===== config.mk =====
export PLATFORM = sky130hd
export DESIGN_NAME = iwf_inbound_filter
export DESIGN_NICKNAME = d
export VERILOG_FILES = /design/src/rtl/iwf_pkg.sv /design/src/rtl/iwf_widget_en.sv /design/src/rtl/iwf_device_en.sv /design/src/rtl/iwf_decide.sv /design/src/rtl/iwf_inbound_filter.sv
export SDC_FILE = /design/constraint.sdc
export NUM_CORES = 1
export LEC_CHECK = 0
export ABC_AREA = 1
export BUFFER_PORTS_ARGS = -buffer_cell sky130_fd_sc_hd__buf_2
export CAP_MARGIN = 10
export CORE_MARGIN = 5
export CORE_UTILIZATION = 51
export CTS_BUF_LIST = sky130_fd_sc_hd__clkbuf_8
export DETAILED_ROUTE_END_ITERATION = 12
export HOLD_SLACK_MARGIN = 0.05
export PLACE_DENSITY = 0.9
export SLEW_MARGIN = 20
export SYNTH_ARGS = -nofsm -noshare
export SYNTH_HDL_FRONTEND = slang
export SYNTH_SLANG_ARGS = --single-unit

===== constraint.sdc =====
create_clock -name clk -period 1 [get_ports clk]
set_input_delay 0.1 -clock clk [delete_from_list [all_inputs] [get_ports clk]]
set_output_delay 0.1 -clock clk [all_outputs]
set_load 0.1 [all_outputs]

===== src/rtl/iwf_pkg.sv =====
package iwf_pkg;
    typedef enum logic {
        SEL_WIDGET = 1'b0,
        SEL_DEVICE = 1'b1
    } cfg_sel_e;
endpackage


===== src/rtl/iwf_widget_en.sv =====
module iwf_widget_en #(
    parameter int NUM_WID  = 16,
    parameter int FIRST_HI = 8
) (
    input  logic               clk,
    input  logic               rst_n,
    input  logic               wr_en,
    input  logic [NUM_WID-1:0] wdata,
    output logic [NUM_WID-1:0] wid_en
);
    // Bit 0 and bits FIRST_HI and above are real flops; the rest are reserved zeros.
    for (genvar g = 0; g < NUM_WID; g++) begin : g_bit
        if (g == 0 || g >= FIRST_HI) begin : g_live
            always_ff @(posedge clk) begin
                if (!rst_n)     wid_en[g] <= 1'b1;
                else if (wr_en) wid_en[g] <= wdata[g];
            end
        end else begin : g_rsvd
            assign wid_en[g] = 1'b0;
        end
    end

    AST_RSVD_ZERO: assert property (@(posedge clk) disable iff (!rst_n)
        wid_en[FIRST_HI-1:1] == '0);
endmodule


===== src/rtl/iwf_device_en.sv =====
module iwf_device_en #(
    parameter int NUM_WID  = 16,
    parameter int NUM_HI   = 8,
    parameter int DEVS     = 8,
    localparam int WID_W    = $clog2(NUM_WID),
    localparam int DEV_W    = $clog2(DEVS),
    localparam int HI_W     = $clog2(NUM_HI),
    localparam int DEV_BITS = NUM_HI * DEVS,
    localparam int FIRST_HI = NUM_WID - NUM_HI
) (
    input  logic                clk,
    input  logic                rst_n,
    input  logic                set_en,
    input  logic [DEV_BITS-1:0] set_mask,
    input  logic                err_vld,
    input  logic [WID_W-1:0]    err_widget,
    input  logic [DEV_W-1:0]    err_dev,
    output logic [DEV_BITS-1:0] dev_en
);
    localparam int IDX_W = HI_W + DEV_W;

    logic [WID_W-1:0]    rel;
    logic                clr_hit;
    logic [IDX_W-1:0]    clr_idx;
    logic [DEV_BITS-1:0] nxt;

    assign rel     = err_widget - WID_W'(FIRST_HI);
    assign clr_hit = err_vld && (err_widget >= WID_W'(FIRST_HI));
    assign clr_idx = {rel[HI_W-1:0], err_dev};

    always_comb begin
        for (int i = 0; i < DEV_BITS; i++) begin
            nxt[i] = (dev_en[i] | (set_en & set_mask[i]))
                     & ~(clr_hit && (clr_idx == IDX_W'(i)));
        end
    end

    always_ff @(posedge clk) begin
        if (!rst_n) dev_en <= '1;
        else        dev_en <= nxt;
    end

    AST_ERR_CLEARS: assert property (@(posedge clk) disable iff (!rst_n)
        (clr_hit && !set_en) |=> !dev_en[$past(clr_idx)]);
    AST_CLEAR_WINS: assert property (@(posedge clk) disable iff (!rst_n)
        (clr_hit && set_en) |=> !dev_en[$past(clr_idx)]);
    AST_NO_SPONT_SET: assert property (@(posedge clk) disable iff (!rst_n)
        !set_en |=> ((dev_en & ~$past(dev_en)) == '0));
endmodule


===== src/rtl/iwf_decide.sv =====
module iwf_decide #(
    parameter int NUM_WID  = 16,
    parameter int NUM_HI   = 8,
    parameter int DEVS     = 8,
    localparam int WID_W    = $clog2(NUM_WID),
    localparam int DEV_W    = $clog2(DEVS),
    localparam int HI_W     = $clog2(NUM_HI),
    localparam int DEV_BITS = NUM_HI * DEVS,
    localparam int FIRST_HI = NUM_WID - NUM_HI
) (
    input  logic                is_reply,
    input  logic [WID_W-1:0]    widget,
    input  logic [DEV_W-1:0]    dev,
    input  logic [NUM_WID-1:0]  wid_en,
    input  logic [DEV_BITS-1:0] dev_en,
    output logic                accept
);
    logic [WID_W-1:0]        rel;
    logic [HI_W+DEV_W-1:0]   idx;

    assign rel = widget - WID_W'(FIRST_HI);
    assign idx = {rel[HI_W-1:0], dev};

    always_comb begin
        if (is_reply)                          accept = 1'b1;
        else if (widget == '0)                 accept = wid_en[0];
        else if (widget >= WID_W'(FIRST_HI))   accept = wid_en[widget] & dev_en[idx];
        else                                   accept = 1'b0;
    end
endmodule


===== src/rtl/iwf_inbound_filter.sv =====
module iwf_inbound_filter #(
    parameter int NUM_WID = 16,
    parameter int NUM_HI  = 8,
    parameter int DEVS    = 8,
    parameter int CFG_W   = 64,
    localparam int WID_W    = $clog2(NUM_WID),
    localparam int DEV_W    = $clog2(DEVS),
    localparam int DEV_BITS = NUM_HI * DEVS,
    localparam int FIRST_HI = NUM_WID - NUM_HI
) (
    input  logic             clk,
    input  logic             rst_n,
    input  logic             req_vld,
    input  logic [WID_W-1:0] req_widget,
    input  logic [DEV_W-1:0] req_dev,
    input  logic             req_is_reply,
    input  logic             err_vld,
    input  logic [WID_W-1:0] err_widget,
    input  logic [DEV_W-1:0] err_dev,
    input  logic             cfg_wr,
    input  logic             cfg_sel,
    input  logic [CFG_W-1:0] cfg_wdata,
    output logic             resp_vld,
    output logic             resp_accept
);
    import iwf_pkg::*;

    logic [NUM_WID-1:0]  wid_en;
    logic [DEV_BITS-1:0] dev_en;
    logic                wr_wid, wr_dev, verdict;

    assign wr_wid = cfg_wr && (cfg_sel_e'(cfg_sel) == SEL_WIDGET);
    assign wr_dev = cfg_wr && (cfg_sel_e'(cfg_sel) == SEL_DEVICE);

    iwf_widget_en #(.NUM_WID(NUM_WID), .FIRST_HI(FIRST_HI)) u_wid (
        .clk(clk), .rst_n(rst_n), .wr_en(wr_wid),
        .wdata(cfg_wdata[NUM_WID-1:0]), .wid_en(wid_en)
    );

    iwf_device_en #(.NUM_WID(NUM_WID), .NUM_HI(NUM_HI), .DEVS(DEVS)) u_dev (
        .clk(clk), .rst_n(rst_n), .set_en(wr_dev),
        .set_mask(cfg_wdata[DEV_BITS-1:0]), .err_vld(err_vld),
        .err_widget(err_widget), .err_dev(err_dev), .dev_en(dev_en)
    );

    iwf_decide #(.NUM_WID(NUM_WID), .NUM_HI(NUM_HI), .DEVS(DEVS)) u_dec (
        .is_reply(req_is_reply), .widget(req_widget), .dev(req_dev),
        .wid_en(wid_en), .dev_en(dev_en), .accept(verdict)
    );

    always_ff @(posedge clk) begin
        if (!rst_n) begin
            resp_vld    <= 1'b0;
            resp_accept <= 1'b0;
        end else begin
            resp_vld    <= req_vld;
            resp_accept <= req_vld && verdict;
        end
    end

    AST_RESP_FOLLOWS: assert property (@(posedge clk) disable iff (!rst_n)
        req_vld |=> resp_vld);
    AST_NO_STRAY_RESP: assert property (@(posedge clk) disable iff (!rst_n)
        !req_vld |=> !resp_vld);
    AST_REPLY_PASSES: assert property (@(posedge clk) disable iff (!rst_n)
        (req_vld && req_is_reply) |=> resp_accept);
    AST_LOW_WID_REJECT: assert property (@(posedge clk) disable iff (!rst_n)
        (req_vld && !req_is_reply && req_widget != '0 && req_widget < WID_W'(FIRST_HI))
        |=> !resp_accept);
endmodule


# Yosys cells after proc, flatten, opt, wreduce, memory -nomap -nowiden

Index checks and enable logic that the tools add are counted.

Input port bits: 85
Bits in registers: 75
Word-level logic and storage cells: 416

Bitwise logic cells: 258
Order comparisons: 4
Equality and inequality tests: 63
Add/subtract/negate cells: 2
Muxes and demuxes: 7
Reduce and logical (&&, ||, !) cells: 70

Operator list:

| cell                | number |
|---|---|
| $eq 6x6->1 const B  | 32 |
| $and 1x1->1         | 129 |
| $eq 6x5->1 const B  | 16 |
| $logic_and 1x1->1   | 68 |
| $not 1->1           | 65 |
| $or 1x1->1          | 64 |
| $eq 6x4->1 const B  | 8 |
| $eq 6x3->1 const B  | 4 |
| $eq 6x2->1 const B  | 2 |
| $ge 4x4->1 const B  | 2 |
| $lt 6x7->1 const B  | 1 |
| $bmux 1 s6          | 1 |
| $eq 6x1->1 const B  | 1 |
| $logic_not 6->1     | 1 |
| $sub 3x1->3 const B | 2 |
| $lt 4x5->1 const B  | 1 |
| $mux 1              | 5 |
| $bmux 1 s4          | 1 |
| $logic_not 4->1     | 1 |

# Logic depth before layout (Yosys ltp)

Depth after elaboration: 8
Mapped depth: 14
Mapped depth without buffers: 12

# By module

From an unflattened synthesis, not the netlist that was laid out.

Cells, all modules: 601
Area, all modules: 4092.7 µm²

By module, submodules not included:

| module             | area each (µm²) | instances | cells an instance |
|---|---|---|---|
| iwf_device_en      | 2866.5          | 1         | 377 |
| iwf_decide         | 782.0           | 1         | 167 |
| iwf_widget_en      | 369.1           | 1         | 47 |
| iwf_inbound_filter | 75.1            | 1         | 10 |

# Least setup slack after synthesis

No wires, ideal clock.

Path kind: input to register
Start point: in req_dev[0]
End point: reg resp_accept
Arrival: 1000 ps
Library setup time: 66 ps
Required time: 934 ps
Cell stages on the path: 13
Setup slack: -66 ps
Buffers on the path: 2
Path through: buf_6 -> buf_4 -> nand2_1 -> nand3_1 -> nand3_1 -> nand3_1 -> nand2_1 -> nand2_1 -> nand2_1 -> inv_1 -> nand2_1 -> nand2_1 -> a21oi_2

Word-level cells in the longest chain between the ends: 7

RTL lines:

| element                      | RTL line                 | RTL |
|---|---|---|
| start: declaration           | iwf_inbound_filter.sv:15 | `input logic [DEV_W-1:0] req_dev,` |
| $bmux 1 s6                   | iwf_decide.sv:27         | `else if (widget >= WID_W'(FIRST_HI)) accept = wid_en[widget] & dev_en[idx];` |
| $mux 1 (implied by the code) | iwf_decide.sv:27         |  |
| $and 1x1->1                  | iwf_decide.sv:27         |  |
| $mux 1                       | iwf_decide.sv:27         |  |
| $mux 1                       | iwf_decide.sv:26         | `else if (widget == '0) accept = wid_en[0];` |
| $mux 1                       | iwf_decide.sv:25         | `if (is_reply) accept = 1'b1;` |
| $logic_and 1x1->1            | iwf_inbound_filter.sv:57 | `resp_accept <= req_vld && verdict;` |
| end signal: assignment       | iwf_inbound_filter.sv:57 |  |
| end: declaration             | iwf_inbound_filter.sv:24 | `output logic resp_accept` |

No other way between the ends. The select of a mux whose other input is x is not followed.
A chain may end at the register's enable or synchronous reset.

# Worst setup path after layout

Start point: reg u_dev.dev_en[21]
End point: reg resp_accept

Word-level cells in the longest chain between the ends: 7

RTL lines:

| element                      | RTL line                 | RTL |
|---|---|---|
| start: declaration           | iwf_device_en.sv:18      | `output logic [DEV_BITS-1:0] dev_en` |
| start signal: assignment     | iwf_device_en.sv:40      | `else dev_en <= nxt;` |
| $bmux 1 s6                   | iwf_decide.sv:27         |  |
| $mux 1 (implied by the code) | iwf_decide.sv:27         |  |
| $and 1x1->1                  | iwf_decide.sv:27         |  |
| $mux 1                       | iwf_decide.sv:27         |  |
| $mux 1                       | iwf_decide.sv:26         |  |
| $mux 1                       | iwf_decide.sv:25         |  |
| $logic_and 1x1->1            | iwf_inbound_filter.sv:57 |  |

No other way between the ends. The select of a mux whose other input is x is not followed.

==> qor.yml <==
status:
  status: "complete, but fails checks"
  violations: "negative setup slack"
logic_synthesis:
  syn_nets: 704
  synth-compound-area-share_pct: 13.3
  synth_warnings: 0
  synth_edf_count: 0
  synth_async_sr_flop_share_pct: 0
  synth_top_area_share_pct: 38.3
  synth_cell_types: 22
  avgSynthCellArea_sq_um: 6.34
  synth_common_cells: "nand2_1 (199), inv_1 (87), nand3_1 (82)"
  synth_top_cell_by_area: "dfxtp_1"
  synthFlopType: "dfxtp_1"
  synth.area.top_cells: "dfxtp_1 (38%), nand2_1 (19%), nand3_1 (10%)"
  seq_area_frac_synth_pct: 38.3
  netlist_area_sq_um: 3920
  synthMuxAreaShare_pct: 0
  synth_top_family_by_area: "simple AND/OR/NAND/NOR gates"
  synthAdderAreaFrac_pct: 0
  ys_ff_latch: 75
  yosys.area_share.simple_pct: 34.3
  synth.most_common_cell: "nand2_1"
  synth_xor_area_share_pct: 0
  syn_inst: 619
timing:
  slew_headroom_pct: 73.5
  whs_ps: 53.9
  finalMaxSlewViolations: 0
  fmax_ghz: 0.800
  min_period_over_period_pct: 125
  worst_slew_pin_slew_ps: 397
  period_needed_ps: 1250
  hold_viol_final: 0
  rsz0062_at_grt: "yes"
  setup_ws_ps: -251
  final-setup-viol-count: 2
  finalClockSkew_ps: 5.66
detailed_routing:
  num_vias: 4645
  dr.pass1.iters: 7
  viasPerCell: 5.47
  initialDrtViolationCount: 628
  drc: 0
  postRouteAntennaNets: 0
  wire_per_inst_microns: 15.5
  routed_wl_microns: 13200
worst_setup_path:
  rr_worst_depth: 12
  reg2reg_setup_slack_ps: -250
  endpoint: "resp_accept"
  crit_path_end_kind: "flip-flop"
  path_max_fanout: 2
  cp-startpoint: "u_dev.dev_en[21]"
  crit-reg2reg-capture: "resp_accept"
  cp.arrival_ps: 1550
  startpoint_type: "flip-flop"
  r2r_start: "u_dev.dev_en[21]"
  required_ps: 1300
  path_class: "reg -> reg"
clock_tree:
  path_clk_slew_ps: 70
  cts_tree: "done"
  clkLatencyLatePin_ps: 360
  cts_htree_levels: 3
  cts_root_buf: "clkbuf_8"
  cts_buffers: 9
  cts_sinks: 75
  cts.path.max_buffers: 2
die:
  io_pins: 87
  core_area_sq_um: 7610
  num_rows: 32
  dieHeight_microns: 97.7
  fp.dieW_microns: 97.7
  dieArea_sq_um: 9550
  start_util_pct: 51.6
finish:
  stdcell_count: 849
  drive_gt1_share_pct: 26.4
  postLayoutCoreUtil_pct: 67.1
  fin_nets: 828
  synthToLayoutAreaGrowth_pct: 30.1
  diodes: 0
grt:
  grt_max_degree: 65
  grt_antenna_before_repair: 0
  grt_pass1_wl_microns: 21000
  globalRoute.totalOverflow: 0
  grt_pass1_vias: 4588
  grtUsageTotal_pct: 27.1
power:
  power_density_nw_per_um2: 1220
  ir_worst_vdd_v: 0.000615
  p_leak_nw: 2.69
place:
  dp_hpwl_microns: 8970
  dp.cells: 828
  port_buffers: 86
  gp_congestion: 0.968
worst_hold_path:
  hp-start: "cfg_wdata[10]"
  min_path_type: "in -> reg"
  hold_depth: 3
job:
  drv_cap: 0
[power breakdown]
group / internal (mW) / switching [mW] / leakage (nW)
Clock: 1.10 / 1.09 / 0.103
Combinational: 0.396 / 0.601 / 1.98
Sequential: 3.02 / 0.0213 / 0.604
Total: 4.52 / 1.71 / 2.69
[layer usage]
metal,wire length [microns],vias up,share of wire [%],GRT usage (%)
met5,0,-,0,0
met2,6420,280,49,46.7
met3,1330,63,10,5.10
met4,612,0,4.6,15.9
li1,-,2204,-,-
met1,4830,2098,37,31.3
[cell type report]
cell class,instances,area [sq um]
Fill cell,625,2500
Inverter,91,353
Tap cell,102,128
Multi-Input combinational cell,418,1930
Timing Repair Buffer,148,1000
Sequential cell,75,1520
Clock inverter,6,51.3
Clock buffer,9,124
[cell families after synthesis]
| kind of cell | Yosys count |
|---|---|
| AND/OR/NAND/NOR | 329 |
| buffers and inverters | 126 |
| AO/OA/AOI/OAI | 89 |
| flip-flops | 75 |
[state kept, by name (all words and copies together) (netlist names)]
name          flops
resp_accept       1
resp_vld          1
u_dev.dev_en     64
u_wid.wid_en      9
[worst max-delay path, stage by stage, from the launching register on]
cell and delay (ps):
dfxtp_2 340, inv_1 60, nand2_1 50, nand3_1 90, nand3_2 90, nand3_2 80
nand2_2 80, nand2_1 50, nand2_1 80, inv_1 50, nand2_1 60, nand2_1 60
a21oi_2 120
[timing repair]
item | 4_1_cts | 5_1_grt
gates resized for setup | 16 | 18
hold buffers | 5 | 0
pin swaps | 9 | 12
buffers inserted | 1 | 0
endpoints found under the setup margin | 2 | 2
hold endpoints to repair | 6 | 0
[cells in the final DEF, fill, tap and decap left out, types with 9 or more instances in the layout]
cell type and instances:
buf_2 84, buf_4 52, clkbuf_8 9, dfxtp_1 62
dfxtp_2 13, inv_1 82, nand2_1 196, nand3_1 71
nand3_2 11, nor2_1 45, o211ai_1 9, o21ai_0 43
o22ai_1 33
[through the flow]
stage	power [mW]	TNS (ps)	setup WS, ps	area [sq um]
2_1_floorplan	3.65	-57.6	-48.7	3940
3_3_place_gp	4.01	-1880	-281	4790
3_5_place_dp	4.04	-3950	-318	4790
4_1_cts	6.19	-198	-180	5050
5_1_grt	6.44	-382	-338	5100
6_report	6.24	-265	-251	5100
[how the worst min path moves through the flow]
stage / endpoint / slack, ps
2_1_floorplan: u_wid.wid_en[0] / 230
3_3_place_gp: resp_vld / 340
3_5_place_dp: resp_vld / 360
4_1_cts: u_wid.wid_en[10] / 50
5_1_grt: u_wid.wid_en[10] / 70
6_report: u_wid.wid_en[10] / 50
No activity file was read; power rests on OpenSTA's default activity.
